--- src/rtl/dfa_pkg.sv ---
package dfa_pkg;

  typedef enum logic [1:0] {
    FM_NONE   = 2'b00,
    FM_PAGE   = 2'b01,
    FM_NIBBLE = 2'b10,
    FM_STATIC = 2'b11
  } fmode_e;

  typedef enum logic [2:0] {
    ST_IDLE = 3'd0,
    ST_ROW  = 3'd1,
    ST_COL  = 3'd2,
    ST_DATA = 3'd3,
    ST_HOLD = 3'd4,
    ST_REF  = 3'd5
  } seq_st_e;

endpackage

--- src/rtl/dfa_rst_sync.sv ---
module dfa_rst_sync (
  input  logic clk,
  input  logic rst_n_in,
  output logic rst_n_out
);

  logic [1:0] sync_q;

  always_ff @(posedge clk or negedge rst_n_in) begin
    if (!rst_n_in) begin
      sync_q <= 2'b00;
    end else begin
      sync_q <= {sync_q[0], 1'b1};
    end
  end

  assign rst_n_out = sync_q[1];

endmodule

--- src/rtl/dfa_req_hold.sv ---
// Sticky request flags: bus access and refresh.
module dfa_req_hold (
  input  logic clk,
  input  logic rst_n,
  input  logic cyc_start,
  input  logic ref_tick,
  input  logic acc_take,
  input  logic ref_take,
  output logic acc_req,
  output logic ref_pend
);

  logic acc_q, acc_d, acc_en;
  logic ref_q, ref_d, ref_en;

  always_comb begin
    acc_d  = (acc_q | cyc_start) & ~acc_take;
    acc_en = cyc_start | acc_take;
    ref_d  = (ref_q & ~ref_take) | ref_tick;
    ref_en = ref_tick | ref_take;
  end

  always_ff @(posedge clk or negedge rst_n) begin
    if (!rst_n) begin
      acc_q <= 1'b0;
      ref_q <= 1'b0;
    end else begin
      if (acc_en) acc_q <= acc_d;
      if (ref_en) ref_q <= ref_d;
    end
  end

  assign acc_req  = acc_q | cyc_start;
  assign ref_pend = ref_q;

endmodule

--- src/rtl/dfa_row_guard.sv ---
// Open-row tracking and row-strobe low-time guard.
module dfa_row_guard
  import dfa_pkg::*;
#(
  parameter int CNT_W = 8
) (
  input  logic             clk,
  input  logic             rst_n,
  input  logic             open_row,
  input  logic             row_drop,
  input  logic [CNT_W-1:0] ras_limit,
  input  logic             page_hit,
  input  fmode_e           mode,
  output logic             row_valid,
  output logic             tmo,
  output logic             fast_ok
);

  logic [CNT_W-1:0] tmr_q, tmr_d;
  logic             tmr_en;
  logic             vld_q, vld_d;
  logic             tmr_zero;

  assign tmr_zero = (tmr_q == '0);

  always_comb begin
    tmr_en = open_row | (vld_q & ~tmr_zero);
    tmr_d  = open_row ? ras_limit : (tmr_q - CNT_W'(1));
    if (open_row) begin
      vld_d = 1'b1;
    end else if (row_drop) begin
      vld_d = 1'b0;
    end else begin
      vld_d = vld_q;
    end
  end

  always_ff @(posedge clk or negedge rst_n) begin
    if (!rst_n) begin
      tmr_q <= '0;
      vld_q <= 1'b0;
    end else begin
      if (tmr_en) tmr_q <= tmr_d;
      vld_q <= vld_d;
    end
  end

  assign row_valid = vld_q;
  assign tmo       = vld_q & tmr_zero;
  assign fast_ok   = vld_q & ~tmr_zero & page_hit & (mode != FM_NONE);

endmodule

--- src/rtl/dfa_seq_fsm.sv ---
// Access / hold / refresh sequencer.
module dfa_seq_fsm
  import dfa_pkg::*;
#(
  parameter int RCD_W   = 3,
  parameter int REF_LEN = 3,
  parameter int SEQ_W   = 4
) (
  input  logic             clk,
  input  logic             rst_n,
  input  logic             acc_req,
  input  logic             ref_req,
  input  logic             cyc_end,
  input  logic             fast_ok,
  input  logic             tmo,
  input  fmode_e           mode,
  input  logic [RCD_W-1:0] rcd_clks,
  output logic             acc_take,
  output logic             ref_take,
  output logic             open_row,
  output logic             row_drop,
  output logic             hold_st,
  output logic             ras,
  output logic             cas,
  output logic             ta,
  output logic             ref_busy
);

  seq_st_e          st_q, st_d;
  logic [SEQ_W-1:0] cnt_q, cnt_d;
  logic             cnt_en;
  logic             row_done, ref_done;

  assign row_done = (cnt_q + SEQ_W'(1)) >= SEQ_W'(rcd_clks);
  assign ref_done = (cnt_q == SEQ_W'(REF_LEN));

  always_comb begin
    st_d     = st_q;
    acc_take = 1'b0;
    ref_take = 1'b0;
    unique case (st_q)
      ST_IDLE: begin
        if (ref_req) begin
          st_d     = ST_REF;
          ref_take = 1'b1;
        end else if (acc_req) begin
          st_d     = ST_ROW;
          acc_take = 1'b1;
        end
      end
      ST_ROW: begin
        if (row_done) st_d = ST_COL;
      end
      ST_COL: st_d = ST_DATA;
      ST_DATA: begin
        if (cyc_end) begin
          if (ref_req) begin
            st_d     = ST_REF;
            ref_take = 1'b1;
          end else if (mode == FM_NONE) begin
            st_d = ST_IDLE;
          end else begin
            st_d = ST_HOLD;
          end
        end
      end
      ST_HOLD: begin
        if (ref_req) begin
          st_d     = ST_REF;
          ref_take = 1'b1;
        end else if (tmo) begin
          st_d = ST_IDLE;
        end else if (acc_req) begin
          if (fast_ok) begin
            st_d     = ST_COL;
            acc_take = 1'b1;
          end else begin
            st_d = ST_IDLE;
          end
        end
      end
      ST_REF: begin
        if (ref_done) st_d = ST_IDLE;
      end
      default: st_d = ST_IDLE;
    endcase
  end

  always_comb begin
    cnt_en = (st_d != st_q) | (st_q == ST_ROW) | (st_q == ST_REF);
    cnt_d  = (st_d != st_q) ? '0 : (cnt_q + SEQ_W'(1));
  end

  always_ff @(posedge clk or negedge rst_n) begin
    if (!rst_n) begin
      st_q  <= ST_IDLE;
      cnt_q <= '0;
    end else begin
      st_q <= st_d;
      if (cnt_en) cnt_q <= cnt_d;
    end
  end

  assign open_row = (st_q == ST_IDLE) && (st_d == ST_ROW);
  assign row_drop = (st_d == ST_IDLE) || (st_d == ST_REF);
  assign hold_st  = (st_q == ST_HOLD);

  always_comb begin
    ras      = 1'b0;
    cas      = 1'b0;
    ta       = 1'b0;
    ref_busy = 1'b0;
    unique case (st_q)
      ST_ROW:  ras = 1'b1;
      ST_COL:  begin ras = 1'b1; cas = 1'b1; ta = 1'b1; end
      ST_DATA: begin ras = 1'b1; cas = 1'b1; end
      ST_HOLD: begin ras = 1'b1; cas = (mode == FM_STATIC); end
      ST_REF:  begin ref_busy = 1'b1; cas = 1'b1; ras = (cnt_q != '0); end
      default: ;
    endcase
  end

endmodule

--- src/rtl/dram_fastpath_ctrl.sv ---
module dram_fastpath_ctrl
  import dfa_pkg::*;
#(
  parameter int CNT_W   = 8,
  parameter int RCD_W   = 3,
  parameter int REF_LEN = 3
) (
  input  logic             clk,
  input  logic             rst_n,
  input  logic             cyc_start,
  input  logic             cyc_end,
  input  logic             page_hit,
  input  logic             ref_tick,
  input  logic [1:0]       fast_mode,
  input  logic [RCD_W-1:0] rcd_clks,
  input  logic [CNT_W-1:0] ras_limit,
  output logic             ras_act,
  output logic             cas_act,
  output logic             xfer_ack,
  output logic             ref_busy
);

  localparam int REF_W = $clog2(REF_LEN + 1);
  localparam int SEQ_W = ((RCD_W > REF_W) ? RCD_W : REF_W) + 1;

  fmode_e mode;
  logic   rst_n_s;
  logic   acc_req, ref_pend, acc_take, ref_take;
  logic   open_row, row_drop, hold_st;
  logic   row_valid, tmo, fast_ok;
  logic   mode_sc;

  assign mode    = fmode_e'(fast_mode);
  assign mode_sc = (mode == FM_STATIC);

  dfa_rst_sync u_rst (
    .clk       (clk),
    .rst_n_in  (rst_n),
    .rst_n_out (rst_n_s)
  );

  dfa_req_hold u_req (
    .clk       (clk),
    .rst_n     (rst_n_s),
    .cyc_start (cyc_start),
    .ref_tick  (ref_tick),
    .acc_take  (acc_take),
    .ref_take  (ref_take),
    .acc_req   (acc_req),
    .ref_pend  (ref_pend)
  );

  dfa_row_guard #(.CNT_W(CNT_W)) u_guard (
    .clk       (clk),
    .rst_n     (rst_n_s),
    .open_row  (open_row),
    .row_drop  (row_drop),
    .ras_limit (ras_limit),
    .page_hit  (page_hit),
    .mode      (mode),
    .row_valid (row_valid),
    .tmo       (tmo),
    .fast_ok   (fast_ok)
  );

  dfa_seq_fsm #(.RCD_W(RCD_W), .REF_LEN(REF_LEN), .SEQ_W(SEQ_W)) u_seq (
    .clk      (clk),
    .rst_n    (rst_n_s),
    .acc_req  (acc_req),
    .ref_req  (ref_pend),
    .cyc_end  (cyc_end),
    .fast_ok  (fast_ok),
    .tmo      (tmo),
    .mode     (mode),
    .rcd_clks (rcd_clks),
    .acc_take (acc_take),
    .ref_take (ref_take),
    .open_row (open_row),
    .row_drop (row_drop),
    .hold_st  (hold_st),
    .ras      (ras_act),
    .cas      (cas_act),
    .ta       (xfer_ack),
    .ref_busy (ref_busy)
  );

endmodule

--- config.mk ---
export PLATFORM = sky130hd
export DESIGN_NAME = dram_fastpath_ctrl
export DESIGN_NICKNAME = d
export VERILOG_FILES = /design/src/rtl/dfa_pkg.sv /design/src/rtl/dfa_rst_sync.sv /design/src/rtl/dfa_req_hold.sv /design/src/rtl/dfa_row_guard.sv /design/src/rtl/dfa_seq_fsm.sv /design/src/rtl/dram_fastpath_ctrl.sv
export SDC_FILE = /design/constraint.sdc
export NUM_CORES = 1
export LEC_CHECK = 0
export BUFFER_PORTS_ARGS = -buffer_cell sky130_fd_sc_hd__buf_2
export CAP_MARGIN = 20
export CORE_AREA = 4 4 55 57
export CTS_CLUSTER_DIAMETER = 100
export CTS_CLUSTER_SIZE = 30
export DETAILED_ROUTE_END_ITERATION = 10
export DIE_AREA = 0 0 59 61
export GPL_TIMING_DRIVEN = 0
export PLACE_DENSITY = 0.72
export REMOVE_ABC_BUFFERS = 1
export SLEW_MARGIN = 20
export SYNTH_ARGS = -nofsm -noshare
export SYNTH_HDL_FRONTEND = slang
export SYNTH_SLANG_ARGS = --single-unit
--- constraint.sdc ---
create_clock -name clk -period 1.25 [get_ports clk]
set_input_delay 0.1875 -clock clk [delete_from_list [all_inputs] [get_ports clk]]
set_output_delay 0.1875 -clock clk [all_outputs]
set_load 0.01 [all_outputs]
==> results of run 1 <==
critical path, delay by kind of cell, from the launching register on:
kind / cells / cell delay, ps
and+or+nand+nor: 2 / 270
buffers and inverters: 1 / 130
DFF: 1 / 470
xor gates and xnor gates: 1 / 140
AOI/OAI and AO/OA: 4 / 570
adders and majority gates: 2 / 460
flip-flops by register name, indices dropped and copies added (netlist names):
| register | count |
|---|---|
| u_rst.sync_q | 2 |
| u_guard.row_valid | 1 |
| u_req.acc_q | 1 |
| u_guard.tmr_q | 8 |
| u_seq.st_q | 3 |
| u_seq.cnt_q | 4 |
| u_req.ref_pend | 1 |
path summary, 6_finish.rpt:
path	to	slack [ps]	cells after the start
setup reg to reg	u_guard.row_valid	-890	10
max in group asynchronous	u_seq.cnt_q[0]	400	0
hold / removal	u_req.ref_pend	60	2
hold reg to reg	u_guard.tmr_q[0]	330	0
setup / recovery	u_guard.row_valid	-890	10
min in group asynchronous	u_rst.sync_q[0]	170	2
report_power, final:
part / leakage, µW / internal (µW) / total [µW] / switching (µW)
Sequential: 0.000237 / 899 / 1250 / 348
Combinational: 0.000510 / 1420 / 2820 / 1400
Clock: 0.0000210 / 178 / 395 / 218
final cells by class:
class | instances | share of cell area, %
multi-input combinational | 105 | 50.5
sequential | 20 | 27.5
timing repair buffer | 45 | 16.3
tap | 30 | 2.04
clock buffer | 4 | 1.97
inverter | 8 | 1.63
metal layers:
| layer | GRT usage (%) | vias to the layer above | wire, µm |
|---|---|---|---|
| li1 | - | 574 | - |
| met1 | 22.4 | 591 | 1480 |
| met2 | 36.0 | 26 | 1830 |
| met3 | 4.04 | 8 | 121 |
| met4 | 8.41 | 0 | 57 |
| met5 | 0 | - | 0 |
logic make-up after synthesis:
logic type	count (synthesis)	share of synthesized area, %
buffers and inverters	12	5.41
other	1	0.284
adders and majority gates	6	5.69
and+or+nand+nor	53	21.2
xor gates and xnor gates	12	7.97
muxes	1	0.854
DFF	20	38.0
AOI/OAI and AO/OA	32	20.7
timing repair:
action                                  4_1_cts  5_1_grt
cloned                                        0        0
setup buffers                                19        3
endpoints found under the setup margin       22       21
pin swaps                                    21        7
gates resized for setup                      38       11
hold buffers                                  1        0
hold endpoints to repair                      2        0
stage by stage:
stage	power (µW)	setup WS (ps)	std cells	util (%)	hold WS (ps)
2_1_floorplan	2610	-970	133	-	-108
3_3_place_gp	2940	-1170	185	57.5	-28.2
3_5_place_dp	3030	-1190	185	57.5	-27.0
4_1_cts	4210	-875	209	71.7	64.7
5_1_grt	4780	-989	212	74.3	50.7
6_report	4460	-887	212	74.3	57.0
cells in the final DEF (no fill, tap or decap), drive strengths merged, types with 3 or more instances in the layout:
master   netlist  layout
xor2           4       4
nor2          17      17
inv            8       8
dfrtp         20      20
buf            4      44
nor3           5       5
xnor2          8       8
a21oi          6       6
nand2         15      15
a2111oi        3       3
ha             6       6
o21ai         11      11
clkbuf         0       4
synthesized netlist by cell type (2+ instances only):
| cell type | instances | area [µm²] |
|---|---|---|
| dfrtp_1 | 20 | 500 |
| nor2_1 | 17 | 63.8 |
| nand2_1 | 14 | 52.6 |
| inv_1 | 8 | 30.0 |
| xnor2_1 | 8 | 70.1 |
| a21oi_1 | 6 | 30.0 |
| ha_1 | 6 | 75.1 |
| o21ai_0 | 6 | 30.0 |
| nor3_1 | 5 | 25.0 |
| o21ai_1 | 5 | 25.0 |
| xor2_1 | 4 | 35.0 |
| buf_6 | 3 | 33.8 |
| nand2b_1 | 2 | 12.5 |
| nand3_1 | 2 | 10.0 |
| nor4_1 | 2 | 12.5 |
| or3_1 | 2 | 12.5 |
==> impl_metrics.csv, run 1 <==
group,metric,value,unit
clock_network,numCtsBuffers,3,
setup_path,crit_fanout,4,
final_layout,multi_input_area,930,µm²
routing,routed_wirelength,3490,µm
clock_network,htree_num_levels,1,
final_layout,n_antenna_cell,0,
final_layout,nNetsFinal,208,
clock_network,max-clock-path-buffers,2,
clock_network,clk_pin_slew,120,ps
sta,rsz0062_at_grt,"true",
clock_network,clock_latency,310,ps
setup_path,crit_arrival,2350,ps
setup_path,cp.required,1460,ps
placement,io_buffers,22,
synthesis,synth_edf_count,0,
job,maxCapViolations,0,
routing,remaining_drc_errors,0,
floorplanning,core,2480,µm²
synthesis,syn_avg_cell_area,9.63,µm²
grt,grt_pass1_vias,1234,
min_path,hp-class,"input pin to register",
setup_path,crit_start,"u_seq.cnt_q[0]",
clock_network,cts_tree,"yes",
routing,dr.pass1.iters,4,
floorplanning,start_util,53.2,%
min_path,min_from,"ref_tick",
sta,setup_tns,-13240,ps
sta,worst_clock_skew,1.60,ps
synthesis,synthArstFlopShare,100,%
placement,hpwl,2000,µm
floorplanning,fp.dieW,59,µm
grt,grt_antenna_before_repair,0,
sta,slew_viol_final,0,
routing,first_iter_violations,47,
routing,wl_per_cell,16.4,µm
grt,grt_max_degree,19,
setup_path,r2r_start,"u_seq.cnt_q[0]",
placement,placed_cell_area,1430,µm²
setup_path,slowest_stage,"dfrtp_2",
final_layout,regArea,507,µm²
synthesis,ys_seq_elements,20,
grt,grt_pass1_wl,5310,µm
routing,ant_nets,0,
power_and_ir_drop,powerDensity,2420,nW/µm²
sta,final.min_clock_period,2140,ps
final_layout,area_delta_synth_final,39.6,%
routing,route.vias.total,1199,
routing,vias_per_cell,5.66,
grt,grt-ovfl-total,0,
floorplanning,die_area,3600,µm²
final_layout,drive_above_1_share,53.3,%
sta,slew_headroom,49.1,%
setup_path,crit_path_cell_trace,"ha_4 -> xor2_2 -> ha_1 -> o21ai_2 -> a21oi_2 -> buf_4 -> nor3_2 -> nor2_1 -> o31a_2 -> o22a_1",
sta,setup_ws,-887,ps
setup_path,path_class,"register to register",
synthesis,ys.flop_type,"dfrtp_1",
floorplanning,rows,18,
final_layout,nFillCells,172,
sta,hold_violations,0,
power_and_ir_drop,p_leak,0.000769,µW
synthesis,syn_area,1320,µm²
setup_path,critPathLaunchType,"register",
floorplanning,die_h,61,µm
synthesis,postSynthCellCount,137,
placement,gp_congestion,0.786,
synthesis,yosysSeqAreaShare,38.0,%
floorplanning,io_pins,23,
grt,grt_util_all_layers,19.7,%
sta,period_share,171,%
sta,finalSetupViolCount,21,
synthesis,synth_cell_type_count,43,
synthesis,yosysWarnings,0,
sta,fmax,468,MHz
clock_network,cts_sinks,20,
clock_network,root_buffer,"clkbuf_4",
outcome,status,"finished, violations left",
setup_path,max_stage_delay,470,ps
final_layout,fin_area,1840,µm²
power_and_ir_drop,ir_worst_vdd,1540,µV
sta,worstMarginPinSlew,764,ps
outcome,violations,"setup timing",
setup_path,worstSetupEndpointType,"register",
(Power assumes the default switching activity.)
==> inputs of run 2 (changes only) <==
--- a/config.mk
+++ b/config.mk
@@ -13,7 +13,7 @@
 export DETAILED_ROUTE_END_ITERATION = 10
 export DIE_AREA = 0 0 59 61
 export GPL_TIMING_DRIVEN = 0
-export PLACE_DENSITY = 0.72
+export PLACE_DENSITY = 0.85
 export REMOVE_ABC_BUFFERS = 1
 export SLEW_MARGIN = 20
 export SYNTH_ARGS = -nofsm -noshare
==> run 2 against run 1 <==
  * The run still ends with setup timing left
  * Maximum frequency shrank 0.87%
  * Count of clock-buffer cells in the layout unchanged
  * Wire length fell by 2.2%
  * First-iteration DRC count shrank 8.5%
  * Cell count down 0.94%
  * Sequential cell count did not move
  * Setup slack got worse by 19 ps
==> impl_metrics.csv, run 2 (same netlist as run 1, synthesis figures left out) <==
group,metric,value,unit
routing,ant_nets,0,
power_and_ir_drop,powerDensity,2440,nW/µm²
job,maxCapViolations,0,
grt,grt-ovfl-total,0,
routing,wl_per_cell,16.2,µm
final_layout,n_antenna_cell,0,
sta,fmax,464,MHz
clock_network,max-clock-path-buffers,2,
final_layout,final_cells,210,
placement,hpwl,2000,µm
final_layout,drive_above_1_share,49.4,%
routing,first_iter_violations,43,
power_and_ir_drop,ir_worst_vdd,1530,µV
grt,grt_pass1_vias,1237,
routing,vias_per_cell,5.83,
sta,finalSetupViolCount,21,
final_layout,post-route-util,72.1,%
final_layout,regMostFlops,"u_guard.tmr_q",
sta,setup_tns,-13140,ps
sta,hold_violations,0,
sta,slew_viol_final,0,
setup_path,reg2reg_depth,9,
power_and_ir_drop,p_leak,0.000761,µW
final_layout,layout_common_cells,"buf_2, dfrtp_1, nor2_1, buf_4, nand2_1",
floorplanning,die_area,3600,µm²
grt,grt_util_all_layers,19.1,%
clock_network,htree_num_levels,1,
sta,worstMarginPinSlew,716,ps
floorplanning,core,2480,µm²
grt,grt_max_degree,19,
setup_path,critPathLaunchType,"register",
floorplanning,io_pins,23,
clock_network,cts_sinks,20,
clock_network,numCtsBuffers,3,
routing,dr.pass1.iters,4,
setup_path,crit_start,"u_seq.cnt_q[0]",
routing,routed_wirelength,3410,µm
setup_path,r2r_end,"u_seq.cnt_q[0]",
final_layout,regArea,505,µm²
routing,route.vias.total,1224,
setup_path,crit_fanout,5,
sta,final.min_clock_period,2160,ps
min_path,whs_path_depth,2,
floorplanning,die_h,61,µm
final_layout,area_delta_synth_final,35.5,%
sta,rsz0062_at_grt,"true",
placement,gp_congestion,0.812,
min_path,min_to,"u_req.ref_pend",
outcome,status,"finished, violations left",
final_layout,final_common_cell,"buf_2",
clock_network,clock_latency,310,ps
final_layout,nNetsFinal,206,
final_layout,multi_input_area,885,µm²
setup_path,path_class,"register to register",
placement,io_buffers,22,
final_layout,largestRegisters,"u_guard.tmr_q x8, u_seq.cnt_q x4, u_seq.st_q x3",
min_path,min_from,"ref_tick",
clock_network,clk_pin_slew,120,ps
sta,slew_headroom,52.3,%
setup_path,worstSetupEndpointType,"register",
routing,remaining_drc_errors,0,
outcome,violations,"setup timing",
min_path,hp-class,"input pin to register",
floorplanning,start_util,53.2,%
final_layout,largest_reg_flops,8,
setup_path,r2r_start,"u_seq.cnt_q[0]",
power_and_ir_drop,power,4360,µW
sta,period_share,172,%
clock_network,root_buffer,"clkbuf_4",
sta,worst_clock_skew,16.0,ps
clock_network,cts_tree,"yes",
floorplanning,rows,18,
setup_path,crit_arrival,2380,ps
setup_path,cp.required,1480,ps
sta,setup_ws,-906,ps
final_layout,nFillCells,173,
grt,grt_antenna_before_repair,0,
floorplanning,fp.dieW,59,µm
placement,dp.cells,185,
grt,grt_pass1_wl,5130,µm
setup_path,reg2reg_slack,-910,ps
-- run 2: changes by cell type in the layout (fill, tap and decap cells not counted), moves of 2 or more --
cell       delta
a21oi_1       +2
inv_2         -2
buf_4         -4
nor3_2        +2
inv_1         +2
buf_6         +2
a21oi_2       -2
a2111oi_4     -2
-- run 2: how the worst max path moves through the flow --
| stage | end | cells after the start |
|---|---|---|
| after global placement | u_guard.tmr_q[1] | 5 |
| after CTS | u_seq.cnt_q[0] | 9 |
| final | u_seq.cnt_q[0] | 9 |
| after floorplan | u_seq.cnt_q[0] | 9 |
| after global routing | u_seq.cnt_q[1] | 9 |
| after detailed placement | u_guard.tmr_q[1] | 5 |
-- run 2: what timing repair did --
item | CTS | global route
setup buffers | 15 | 5
hold buffers | 1 | 0
gates resized for setup | 33 | 10
endpoints found under the setup margin | 22 | 22
gates cloned | 0 | 0
endpoints found under the hold margin | 2 | 0
pin swaps | 20 | 7
-- run 2: power by group --
| part | total [µW] | switching [µW] | leakage, µW | internal (µW) |
|---|---|---|---|---|
| sequential | 1230 | 332 | 0.000239 | 898 |
| combinational | 2760 | 1360 | 0.000501 | 1400 |
| clock | 374 | 197 | 0.0000210 | 178 |
| total | 4360 | 1890 | 0.000761 | 2470 |
-- run 2: layer usage --
metal,vias to the layer above,track usage [%],wire length [µm]
li1,564,-,-
met1,608,19.7,1320
met2,33,35.0,1820
met3,19,4.89,131
met4,0,11.0,138
met5,-,0,0
-- run 2: cell type report --
| type | count | share of cell area (%) |
|---|---|---|
| Sequential cell | 20 | 28.3 |
| Tap cell | 30 | 2.10 |
| Multi-Input combinational cell | 105 | 49.5 |
| Timing Repair Buffer | 43 | 16.4 |
| Clock buffer | 4 | 2.03 |
| Inverter | 8 | 1.68 |
-- run 2: metrics by stage --
stage | instance area [µm²] | hold WS (ps) | setup WS, ps
after global placement | 1430 | -27.5 | -1120
after floorplan | 1280 | -108 | -970
after CTS | 1710 | 45.9 | -916
after global routing | 1790 | 40.6 | -1000
after detailed placement | 1430 | -25.3 | -1200
final | 1790 | 50.8 | -906
-- run 2: critical path: stages (launching register included) --
cell     delay, ps
dfrtp_2        470
ha_4           180
xor2_1         140
ha_1           290
o21ai_2         70
a21oi_2         60
or4_4          440
a32oi_2        200
nand2_2        110
a21oi_2        120
==> inputs of run 3 (changes only) <==
--- a/config.mk
+++ b/config.mk
@@ -14,7 +14,6 @@
 export DIE_AREA = 0 0 59 61
 export GPL_TIMING_DRIVEN = 0
 export PLACE_DENSITY = 0.85
-export REMOVE_ABC_BUFFERS = 1
 export SLEW_MARGIN = 20
 export SYNTH_ARGS = -nofsm -noshare
 export SYNTH_HDL_FRONTEND = slang
==> run 3 against run 2 <==
  * The run still ends with setup timing left
  * First-iteration DRC count grew 110%
  * Design area grew 15%
  * Wire length grew 40%
  * Non-clock buffer count grew 18
==> impl_metrics.csv, run 3 (same netlist as run 1, synthesis figures left out) <==
group,metric,value,unit
outcome,status,"finished, violations left",
outcome,violations,"setup timing",
placement,placed_cell_area,1490,µm²
final_layout,layout_common_cells,"buf_4, buf_2, dfrtp_1",
power_and_ir_drop,ir_worst_vdd,1980,µV
floorplanning,core,2480,µm²
sta,hold_violations,0,
grt,grt_pass1_vias,1396,
clock_network,cts_sinks,20,
floorplanning,die_area,3600,µm²
final_layout,fin_area,2060,µm²
power_and_ir_drop,p_clk_share,10.0,%
power_and_ir_drop,seqPwrFrac,22.0,%
placement,gp_congestion,0.844,
clock_network,max-clock-path-buffers,2,
routing,dr.pass1.iters,4,
sta,setup_ws,-974,ps
final_layout,post-route-util,83.1,%
grt,grt_util_all_layers,23.9,%
setup_path,crit_arrival,2450,ps
clock_network,clk_pin_slew,150,ps
sta,period_share,178,%
floorplanning,fp.dieW,59,µm
setup_path,crit_path_cell_trace,"or4_4 -> o41ai_4 -> buf_4 -> or2_4 -> nor2_4 -> xnor2_2 -> o21ai_1",
min_path,hp-class,"input pin to register",
setup_path,crit_fanout,5,
setup_path,path_class,"register to register",
clock_network,root_buffer,"clkbuf_4",
final_layout,regMostFlops,"u_guard.tmr_q",
final_layout,n_antenna_cell,0,
routing,wl_per_cell,21.0,µm
routing,remaining_drc_errors,0,
final_layout,largestRegisters,"u_guard.tmr_q x8, u_seq.cnt_q x4, u_seq.st_q x3",
final_layout,final_common_cell,"buf_4",
routing,routed_wirelength,4780,µm
setup_path,crit_family,"simple AND/OR/NAND/NOR gates",
setup_path,worstSetupEndpointType,"register",
final_layout,nNetsFinal,224,
setup_path,cp.required,1470,ps
sta,slew_viol_final,0,
routing,vias_per_cell,6.14,
job,maxCapViolations,0,
grt,grt-ovfl-total,0,
synthesis,syn-num-nets,162,
power_and_ir_drop,internal_power,3160,µW
grt,grt_max_degree,19,
power_and_ir_drop,p_leak,0.000887,µW
grt,grt_pass1_wl,6440,µm
power_and_ir_drop,swShare,43.6,%
floorplanning,rows,18,
clock_network,htree_num_levels,1,
clock_network,cts_tree,"yes",
sta,rsz0062_at_grt,"true",
sta,finalSetupViolCount,22,
setup_path,critPathLaunchType,"register",
sta,final.min_clock_period,2220,ps
sta,worst_clock_skew,22.6,ps
routing,first_iter_violations,91,
final_layout,drive_above_1_share,60.1,%
placement,io_buffers,22,
floorplanning,start_util,53.2,%
clock_network,clock_latency,330,ps
routing,ant_nets,0,
floorplanning,io_pins,23,
final_layout,area_delta_synth_final,56.2,%
final_layout,largest_reg_flops,8,
floorplanning,die_h,61,µm
setup_path,slowest_stage,"or4_4",
sta,worstMarginPinSlew,778,ps
setup_path,max_stage_delay,590,ps
sta,fmax,450,MHz
setup_path,cp_num_buf_inv,1,
power_and_ir_drop,p_switching,2450,µW
sta,slew_headroom,48.1,%
placement,hpwl,2080,µm
power_and_ir_drop,comb_power_share,68.0,%
routing,route.vias.total,1399,
clock_network,numCtsBuffers,3,
grt,grt_antenna_before_repair,0,
power_and_ir_drop,powerDensity,2730,nW/µm²
-- run 3: repair_timing --
| item | in CTS | in global routing |
|---|---|---|
| cloned | 1 | 0 |
| buffers inserted | 20 | 14 |
| hold buffers | 1 | 0 |
| pin swaps | 20 | 16 |
| hold endpoints to repair | 2 | 0 |
| setup endpoints to repair | 21 | 22 |
| resized for setup | 34 | 26 |
-- run 3: routing by layer --
layer  wire, µm  vias to the layer above  track usage, %
li1           -                      601               -
met1       1800                      674            28.4
met2       2430                       93            42.4
met3        289                       31            5.11
met4        263                        0            8.74
met5          0                        -               0
-- run 3: through the flow --
stage	instances	TNS, ps	power, µW	hold slack (ps)	setup WS [ps]
after global placement	189	-12470	3150	-27.9	-925
after floorplan	137	-10320	2810	-108	-801
final	228	-16170	5610	34.8	-974
after CTS	215	-12770	4580	49.8	-904
after detailed placement	189	-13340	3250	-23.9	-975
after global routing	228	-17180	5850	31.8	-1060
-- run 3: power groups by stage --
| stage | Combinational, µW | Clock [µW] | Sequential, µW |
|---|---|---|---|
| 2_1_floorplan | 1690 | 0 | 1120 |
| 5_1_grt | 4010 | 593 | 1250 |
| 6_report | 3820 | 564 | 1230 |
| 3_5_place_dp | 2080 | 0 | 1180 |
| 4_1_cts | 2870 | 543 | 1160 |
| 3_3_place_gp | 2000 | 0 | 1150 |
-- run 3: path summary, 6_finish.rpt --
kind | from | endpoint | slack, ps | cells after the start
max in group asynchronous | u_rst.sync_q[1] | u_seq.st_q[0] | 390 | 0
worst max register to register | u_guard.tmr_q[3] | u_guard.tmr_q[6] | -970 | 7
worst max-delay path | u_guard.tmr_q[3] | u_guard.tmr_q[6] | -970 | 7
min in group asynchronous | rst_n | u_rst.sync_q[0] | 140 | 2
worst min register to register | u_rst.sync_q[1] | u_guard.tmr_q[1] | 300 | 0
worst min-delay path | ref_tick | u_req.ref_pend | 30 | 2
-- run 3: cell type report --
type,instances,area [µm²]
buffer,4,45.0
tap,30,37.5
clock buffer,3,22.5
timing repair buffer,57,417
fill,131,418
multi-input combinational,105,973
clock inverter,1,30.0
inverter,8,30.0
sequential,20,504
